<file path="config.mk">
export PLATFORM = sky130hd
export DESIGN_NAME = gpx_ctrl
export DESIGN_NICKNAME = d
export VERILOG_FILES = /design/src/rtl/gpx_pkg.sv /design/src/rtl/gpx_cfg_regs.sv /design/src/rtl/gpx_port.sv /design/src/rtl/gpx_pin_mux.sv /design/src/rtl/gpx_ctrl.sv
export SDC_FILE = /design/constraint.sdc
export NUM_CORES = 1
export LEC_CHECK = 0
export ABC_CLOCK_PERIOD_IN_PS = 3650
export BUFFER_PORTS_ARGS = -buffer_cell sky130_fd_sc_hd__buf_4
export CAP_MARGIN = 20
export CORE_ASPECT_RATIO = 0.8
export CORE_MARGIN = 5
export CORE_UTILIZATION = 45
export CTS_BUF_LIST = sky130_fd_sc_hd__clkbuf_8
export CTS_CLUSTER_DIAMETER = 100
export DETAILED_ROUTE_END_ITERATION = 12
export PLACE_DENSITY = 0.66
export SYNTH_ARGS = -nofsm -noshare
export SYNTH_HDL_FRONTEND = slang
export SYNTH_SLANG_ARGS = --single-unit
</file>
<file path="constraint.sdc">
create_clock -name clk -period 3.65 [get_ports clk]
set_clock_uncertainty 0.15 [all_clocks]
set_input_delay 0.5475 -clock clk [delete_from_list [all_inputs] [get_ports clk]]
set_output_delay 0.5475 -clock clk [all_outputs]
set_load 0.005 [all_outputs]
</file>
<file path="src/rtl/gpx_pkg.sv">
package gpx_pkg;

    localparam int B1_W   = 8;
    localparam int B2_W   = 6;
    localparam int B3_W   = 8;
    localparam int NPIN   = B1_W + B2_W + B3_W;
    localparam int B2_OFS = B1_W;
    localparam int B3_OFS = B1_W + B2_W;

    localparam logic [7:0] B1_CFG_BASE = 8'hE0;
    localparam logic [7:0] B2_CFG_BASE = 8'hE8;
    localparam logic [7:0] B3_CFG_BASE = 8'hF5;

    typedef enum logic [1:0] {
        IDX_NONE  = 2'd0,
        IDX_BANK1 = 2'd1,
        IDX_BANK2 = 2'd2,
        IDX_BANK3 = 2'd3
    } idx_state_e;

    // configuration-space address of flat pin p
    function automatic logic [7:0] cfg_addr_of(input int p);
        if (p < B2_OFS)
            return 8'(int'(B1_CFG_BASE) + p);
        else if (p < B3_OFS)
            return 8'(int'(B2_CFG_BASE) + p - B2_OFS);
        else
            return 8'(int'(B3_CFG_BASE) + p - B3_OFS);
    endfunction

    // index port address for a pair selection; data port is the next one
    function automatic logic [7:0] pair_base(input logic [1:0] sel);
        case (sel)
            2'd0:    return 8'hE0;
            2'd1:    return 8'hE2;
            2'd2:    return 8'hE4;
            default: return 8'hEA;
        endcase
    endfunction

endpackage

</file>
<file path="src/rtl/gpx_cfg_regs.sv">
module gpx_cfg_regs
    import gpx_pkg::*;
#(
    parameter logic [7:0] SEL_ADDR = 8'h03
) (
    input  logic            clk,
    input  logic            rst_n,
    input  logic            cfg_wr,
    input  logic [7:0]      cfg_addr,
    input  logic [7:0]      cfg_wdata,
    output logic [7:0]      cfg_rdata,
    output logic            port_en,
    output logic [1:0]      pair_sel,
    output logic [NPIN-1:0] dir_in,
    output logic [NPIN-1:0] inv,
    output logic [NPIN-1:0] alt
);

    always_ff @(posedge clk) begin
        if (!rst_n) begin
            port_en  <= 1'b0;
            pair_sel <= 2'd0;
        end else if (cfg_wr && cfg_addr == SEL_ADDR) begin
            port_en  <= cfg_wdata[7];
            pair_sel <= cfg_wdata[1:0];
        end
    end

    always_ff @(posedge clk) begin
        if (!rst_n) begin
            dir_in <= '1;
            inv    <= '0;
            alt    <= '0;
        end else if (cfg_wr) begin
            for (int p = 0; p < NPIN; p++) begin
                if (cfg_addr == cfg_addr_of(p)) begin
                    dir_in[p] <= cfg_wdata[0];
                    inv[p]    <= cfg_wdata[1];
                    alt[p]    <= cfg_wdata[3];
                end
            end
        end
    end

    always_comb begin
        cfg_rdata = 8'h00;
        if (cfg_addr == SEL_ADDR)
            cfg_rdata = {port_en, 5'b0, pair_sel};
        for (int p = 0; p < NPIN; p++) begin
            if (cfg_addr == cfg_addr_of(p))
                cfg_rdata = {4'b0, alt[p], 1'b0, inv[p], dir_in[p]};
        end
    end

endmodule

</file>
<file path="src/rtl/gpx_port.sv">
module gpx_port
    import gpx_pkg::*;
(
    input  logic            clk,
    input  logic            rst_n,
    input  logic            port_en,
    input  logic [1:0]      pair_sel,
    input  logic            io_wr,
    input  logic            io_rd,
    input  logic [7:0]      io_addr,
    input  logic [7:0]      io_wdata,
    input  logic [NPIN-1:0] dir_in,
    input  logic [NPIN-1:0] inv,
    input  logic [NPIN-1:0] alt,
    input  logic [NPIN-1:0] pin_smp,
    output logic            io_hit,
    output logic [7:0]      io_rdata,
    output logic            idx_rd,
    output logic [NPIN-1:0] latch
);

    idx_state_e      st, st_nx;
    logic [7:0]      base;
    logic            hit_idx, hit_dat;
    logic [NPIN-1:0] view;

    assign base    = pair_base(pair_sel);
    assign hit_idx = port_en && (io_addr == base);
    assign hit_dat = port_en && (io_addr == 8'(base + 8'd1));
    assign io_hit  = (io_rd || io_wr) && (hit_idx || hit_dat);
    assign idx_rd  = io_rd && hit_idx;

    // state register
    always_ff @(posedge clk) begin
        if (!rst_n) st <= IDX_NONE;
        else        st <= st_nx;
    end

    always_comb begin
        st_nx = st;
        if (io_wr && hit_idx) begin
            unique case (io_wdata)
                8'h01:   st_nx = IDX_BANK1;
                8'h02:   st_nx = IDX_BANK2;
                8'h03:   st_nx = IDX_BANK3;
                default: st_nx = IDX_NONE;
            endcase
        end
    end

    always_ff @(posedge clk) begin
        if (!rst_n) begin
            latch <= '0;
        end else if (io_wr && hit_dat) begin
            unique case (st)
                IDX_BANK1: latch[0 +: B1_W]      <= io_wdata[B1_W-1:0];
                IDX_BANK2: latch[B2_OFS +: B2_W] <= io_wdata[B2_W-1:0];
                IDX_BANK3: latch[B3_OFS +: B3_W] <= io_wdata[B3_W-1:0];
                IDX_NONE:  ;
            endcase
        end
    end

    // per-pin readback value
    generate
        for (genvar p = 0; p < NPIN; p++) begin : g_view
            assign view[p] = alt[p]    ? pin_smp[p] :
                             dir_in[p] ? (pin_smp[p] ^ inv[p]) : latch[p];
        end
    endgenerate

    // outputs
    always_comb begin
        io_rdata = 8'h00;
        if (idx_rd) begin
            io_rdata = {6'b0, st};
        end else if (io_rd && hit_dat) begin
            unique case (st)
                IDX_BANK1: io_rdata = 8'(view[0 +: B1_W]);
                IDX_BANK2: io_rdata = 8'(view[B2_OFS +: B2_W]);
                IDX_BANK3: io_rdata = 8'(view[B3_OFS +: B3_W]);
                IDX_NONE:  io_rdata = 8'h00;
            endcase
        end
    end

endmodule

</file>
<file path="src/rtl/gpx_pin_mux.sv">
module gpx_pin_mux
    import gpx_pkg::*;
(
    input  logic [NPIN-1:0] dir_in,
    input  logic [NPIN-1:0] inv,
    input  logic [NPIN-1:0] alt,
    input  logic [NPIN-1:0] latch,
    input  logic [NPIN-1:0] alt_out,
    input  logic [NPIN-1:0] alt_oe,
    output logic [NPIN-1:0] pin_out,
    output logic [NPIN-1:0] pin_oe
);

    generate
        for (genvar p = 0; p < NPIN; p++) begin : g_pin
            assign pin_oe[p]  = alt[p] ? alt_oe[p]  : !dir_in[p];
            assign pin_out[p] = alt[p] ? alt_out[p] : (latch[p] ^ inv[p]);
        end
    endgenerate

endmodule

</file>
<file path="src/rtl/gpx_ctrl.sv">
module gpx_ctrl
    import gpx_pkg::*;
#(
    parameter logic [7:0] SEL_ADDR = 8'h03
) (
    input  logic            clk,
    input  logic            rst_n,
    input  logic            cfg_wr,
    input  logic [7:0]      cfg_addr,
    input  logic [7:0]      cfg_wdata,
    output logic [7:0]      cfg_rdata,
    input  logic            io_wr,
    input  logic            io_rd,
    input  logic [7:0]      io_addr,
    input  logic [7:0]      io_wdata,
    output logic [7:0]      io_rdata,
    output logic            io_hit,
    input  logic [NPIN-1:0] pin_in,
    output logic [NPIN-1:0] pin_out,
    output logic [NPIN-1:0] pin_oe,
    input  logic [NPIN-1:0] alt_out,
    input  logic [NPIN-1:0] alt_oe
);

    logic            port_en;
    logic [1:0]      pair_sel;
    logic [NPIN-1:0] dir_in, inv, alt_mode, latch, pin_smp;
    logic            idx_rd;

    always_ff @(posedge clk) begin
        if (!rst_n) pin_smp <= '0;
        else        pin_smp <= pin_in;
    end

    gpx_cfg_regs #(.SEL_ADDR(SEL_ADDR)) u_cfg (
        .clk(clk), .rst_n(rst_n), .cfg_wr(cfg_wr), .cfg_addr(cfg_addr),
        .cfg_wdata(cfg_wdata), .cfg_rdata(cfg_rdata), .port_en(port_en),
        .pair_sel(pair_sel), .dir_in(dir_in), .inv(inv), .alt(alt_mode)
    );

    gpx_port u_port (
        .clk(clk), .rst_n(rst_n), .port_en(port_en), .pair_sel(pair_sel),
        .io_wr(io_wr), .io_rd(io_rd), .io_addr(io_addr), .io_wdata(io_wdata),
        .dir_in(dir_in), .inv(inv), .alt(alt_mode), .pin_smp(pin_smp),
        .io_hit(io_hit), .io_rdata(io_rdata), .idx_rd(idx_rd), .latch(latch)
    );

    gpx_pin_mux u_mux (
        .dir_in(dir_in), .inv(inv), .alt(alt_mode), .latch(latch),
        .alt_out(alt_out), .alt_oe(alt_oe), .pin_out(pin_out), .pin_oe(pin_oe)
    );

endmodule

</file>
==> reports/qor.txt <==
Status - complete, no violations
Top cells by area, synth - dfxtp_1 (34%), o21ai_0 (8.8%), mux2i_1 (7.2%), nand2_1 (7.2%), nor2b_1 (4.2%)
Worst min path class - input pin to flip-flop
Finished Cell Area - 0.008541 sq mm
Mux share of post-synthesis cell area - 8.729%
Commonest cells post-synth - nand2_1 (130), o21ai_0 (119), dfxtp_1 (115), clkbuf_1 (54), mux2i_1 (49)
Die Y - 119.8 um
# hold bufs at CTS - 0
# setup viols final - 0
Hold Fails Final Rpt - 0
#FFs+latches synth - 115
# DRC - 0
Period utilization - 93.08%
Die Area - 0.01764 sq mm
Slew @ Worst Pin - 0.9932 ns
Seq pwr share - 41.6%
CP endpoint kind - output pin
Post-synth EDFFs - 0
Yosys top cell area share - 33.95%
Slew Limit Fails - 0
Setup TNS - 0 ns
Global-route wire length before repair - 34530 um
Ys Warns - 0
Grt met3 use - 7.022%
P_sw - 671.3 uW
Critical setup path kind - flip-flop to output pin
DRT antenna net count - 0
Max Fclk - 294.3 MHz
Hold path cells - 2
Slew HR - 33.79%
Max FO, Critical Path - 6
Initial Util - 45.46%
Async set-reset flop share out of synthesis - 0%
Wire per inst - 18.50 um
Number of diodes - 0
Dpl hpwl - 16090 um
Final wirelength - 22220 um
Tot Pwr - 3.080 mW
Clock Path Buffers - 2
Main synth FF type - dfxtp_1
Largest family of logic cells by synthesized area - simple AND/OR/NAND/NOR gates
Total track usage - 24.73%
Initial DRC count - 536
Share of cells above drive strength 1 - 20.75%
Sw Ratio - 21.80%
Xor and xnor area share after synthesis - 2.971%
Compound-gate portion of the synthesized area - 23.42%
TritonRoute pass-1 iters - 8
Gate Count Post-Synth - 873
Critical Path RT - 2.95 ns
Total gr overflow - 0
CTS root buffer - clkbuf_8
PwrDens - 360.6 mW/mm^2
Die X - 147.2 um
LEAKAGE - 3.366 nW
Via count - 6796
Antenna violations before repair - 0
Clk pwr share - 49.9%
Vias per cell - 5.659
Num rows - 40
Vias in the first global route - 6204
Port-buffer cells - 155
Cell taking the most area after synthesis - dfxtp_1
Crit path launch type - flip-flop
Hold Path Sink - pin_smp[3]
Maximum vdd drop - 199.8 uV
Core area - 0.01491 sq mm
Internal power - 2.408 mW
Worst Reg2Reg Path Length in Cells - 7
Netlist Area Pre-Place - 0.006780 sq mm
IO Pins - 164
M2 GR Usage - 36.13%
Layout net count - 1103
GR Layer Usage met1 - 35.40%
Comb power frac - 8.5%
Total of max-cap violations - 0
Busiest metal layer after global routing - met2
Sink Count - 115
Reg clk slew, reported paths - 0.07 ns
Tmin final - 3.398 ns
Adder-cell area share of the yosys netlist - 0%
Simple-Gate Fraction of Synth Area - 26.54%
Worst flop-to-flop path startpoint - u_cfg.pair_sel[0]
Count leader, synth - nand2_1
CTS tree - yes
TritonCTS Buffers - 17
Synth cell types - 58
Capturing point of the worst reg2reg path - u_port.latch[19]
Post-CTS setup buffer count - 0
Reg2Reg Setup Slack - 1.09 ns
Hold Crit Start - pin_in[3]
Dpl ws - 0.4680 ns
Post-cts sizing count - 0
Filler Cell Count - 1430
Avg Inst Size Synth - 7.767 sq um
Setup WS post-layout - 0.2525 ns
H-tree lvl count - 4
Cell area after placement - 0.008025 sq mm
Synthesis-to-layout area growth - 25.96%
Placer congestion estimate - 0.9442
Unrepaired setup endpoints after global routing - no
Largest net degree at the start of global routing - 116
Critical Path AT - 2.70 ns
Clk_lat worst skew - 0.44 ns
Register area share after synthesis - 33.95%
## layout make-up
class / count / area, sq um / area share [%]
multi-input combinational: 687 / 4195 / 49.12
inverter: 14 / 52.55 / 0.6153
tap: 189 / 236.5 / 2.769
timing repair buffer: 165 / 1239 / 14.50
clock inverter: 10 / 226.5 / 2.652
clock buffer: 21 / 289.0 / 3.384
sequential: 115 / 2302 / 26.96
## how the worst max path moves through the flow
| stage | start | to | slack [ns] | depth (start not counted) |
|---|---|---|---|---|
| 2_1_floorplan | io_addr[1] | io_rdata[2] | 0.76 | 5 |
| 3_3_place_gp | cfg_addr[3] | cfg_rdata[0] | 0.49 | 8 |
| 3_5_place_dp | io_addr[1] | io_rdata[4] | 0.47 | 7 |
| 4_1_cts | u_cfg.pair_sel[0] | io_rdata[4] | 0.26 | 6 |
| 5_1_grt | u_cfg.pair_sel[0] | io_rdata[4] | 0.15 | 6 |
| 6_report | u_cfg.pair_sel[0] | io_rdata[4] | 0.25 | 6 |
## cell families (layout without fill, tap and decap cells)
logic type | count (synthesis) | in the layout
buf+inv | 74 | 210
other cells | 1 | 4
simple gates | 346 | 346
compound gates | 258 | 258
mux | 56 | 56
xor+xnor | 23 | 23
flops | 115 | 115
## power by group through the flow
| stage | logic [mW] | registers, mW | clock network, mW |
|---|---|---|---|
| 2_1_floorplan | 0.129 | 1.30 | 0 |
| 3_3_place_gp | 0.259 | 1.31 | 0 |
| 3_5_place_dp | 0.260 | 1.31 | 0 |
| 4_1_cts | 0.261 | 1.28 | 1.56 |
| 5_1_grt | 0.284 | 1.28 | 1.62 |
| 6_report | 0.262 | 1.28 | 1.54 |
## cell usage in the layout, fill, tap and decap left out, types with 3 or more instances in the layout
master,n
a211oi_1,4
a21boi_0,34
a21oi_1,36
a221oi_1,7
a22oi_1,6
a2bb2oi_1,3
a31oi_1,5
and2_1,23
buf_4,165
bufinv_16,7
clkbuf_8,21
conb_1,4
dfxtp_1,115
inv_1,15
mux2_2,5
mux2i_1,49
nand2_1,130
nand2b_1,15
nand3_1,36
nand3b_1,16
nand4_1,5
nand4_4,3
nor2_1,36
nor2b_1,46
nor3_1,13
nor3b_1,7
o211ai_1,9
o21ai_0,119
o22ai_1,7
o311ai_0,6
o31ai_1,6
xnor2_1,22
## critical path: stages, from the launching register on
cell       delay [ns]
dfxtp_1          0.37
xor2_1           0.18
or4_4            0.43
a2111oi_4        0.44
nand3_1          0.39
a21oi_1          0.30
buf_4            0.15
## routing by layer
| metal | vias to the layer above | routed length (um) |
|---|---|---|
| met2 | 285 | 9384 |
| met1 | 3129 | 10350 |
| met4 | 0 | 370 |
| met5 | - | 0 |
| li1 | 3353 | - |
| met3 | 29 | 2115 |
## state kept, by name, indices dropped and copies added, names as in the netlist
signal          flops
u_port.latch       22
u_port.st           2
u_cfg.inv          22
u_cfg.dir_in       22
u_cfg.pair_sel      2
u_cfg.port_en       1
u_cfg.alt          22
pin_smp            22
## stage by stage
step           utilization (%)  instances  hold slack (ns)
6_report                 57.27       1201           0.1466
5_1_grt                  57.27       1201           0.1301
3_5_place_dp             53.81       1170           0.3281
4_1_cts                  57.27       1201           0.1218
3_3_place_gp             53.81       1170           0.3224
2_1_floorplan                -        876           0.3022
No activity file was read; power rests on OpenSTA's default activity.
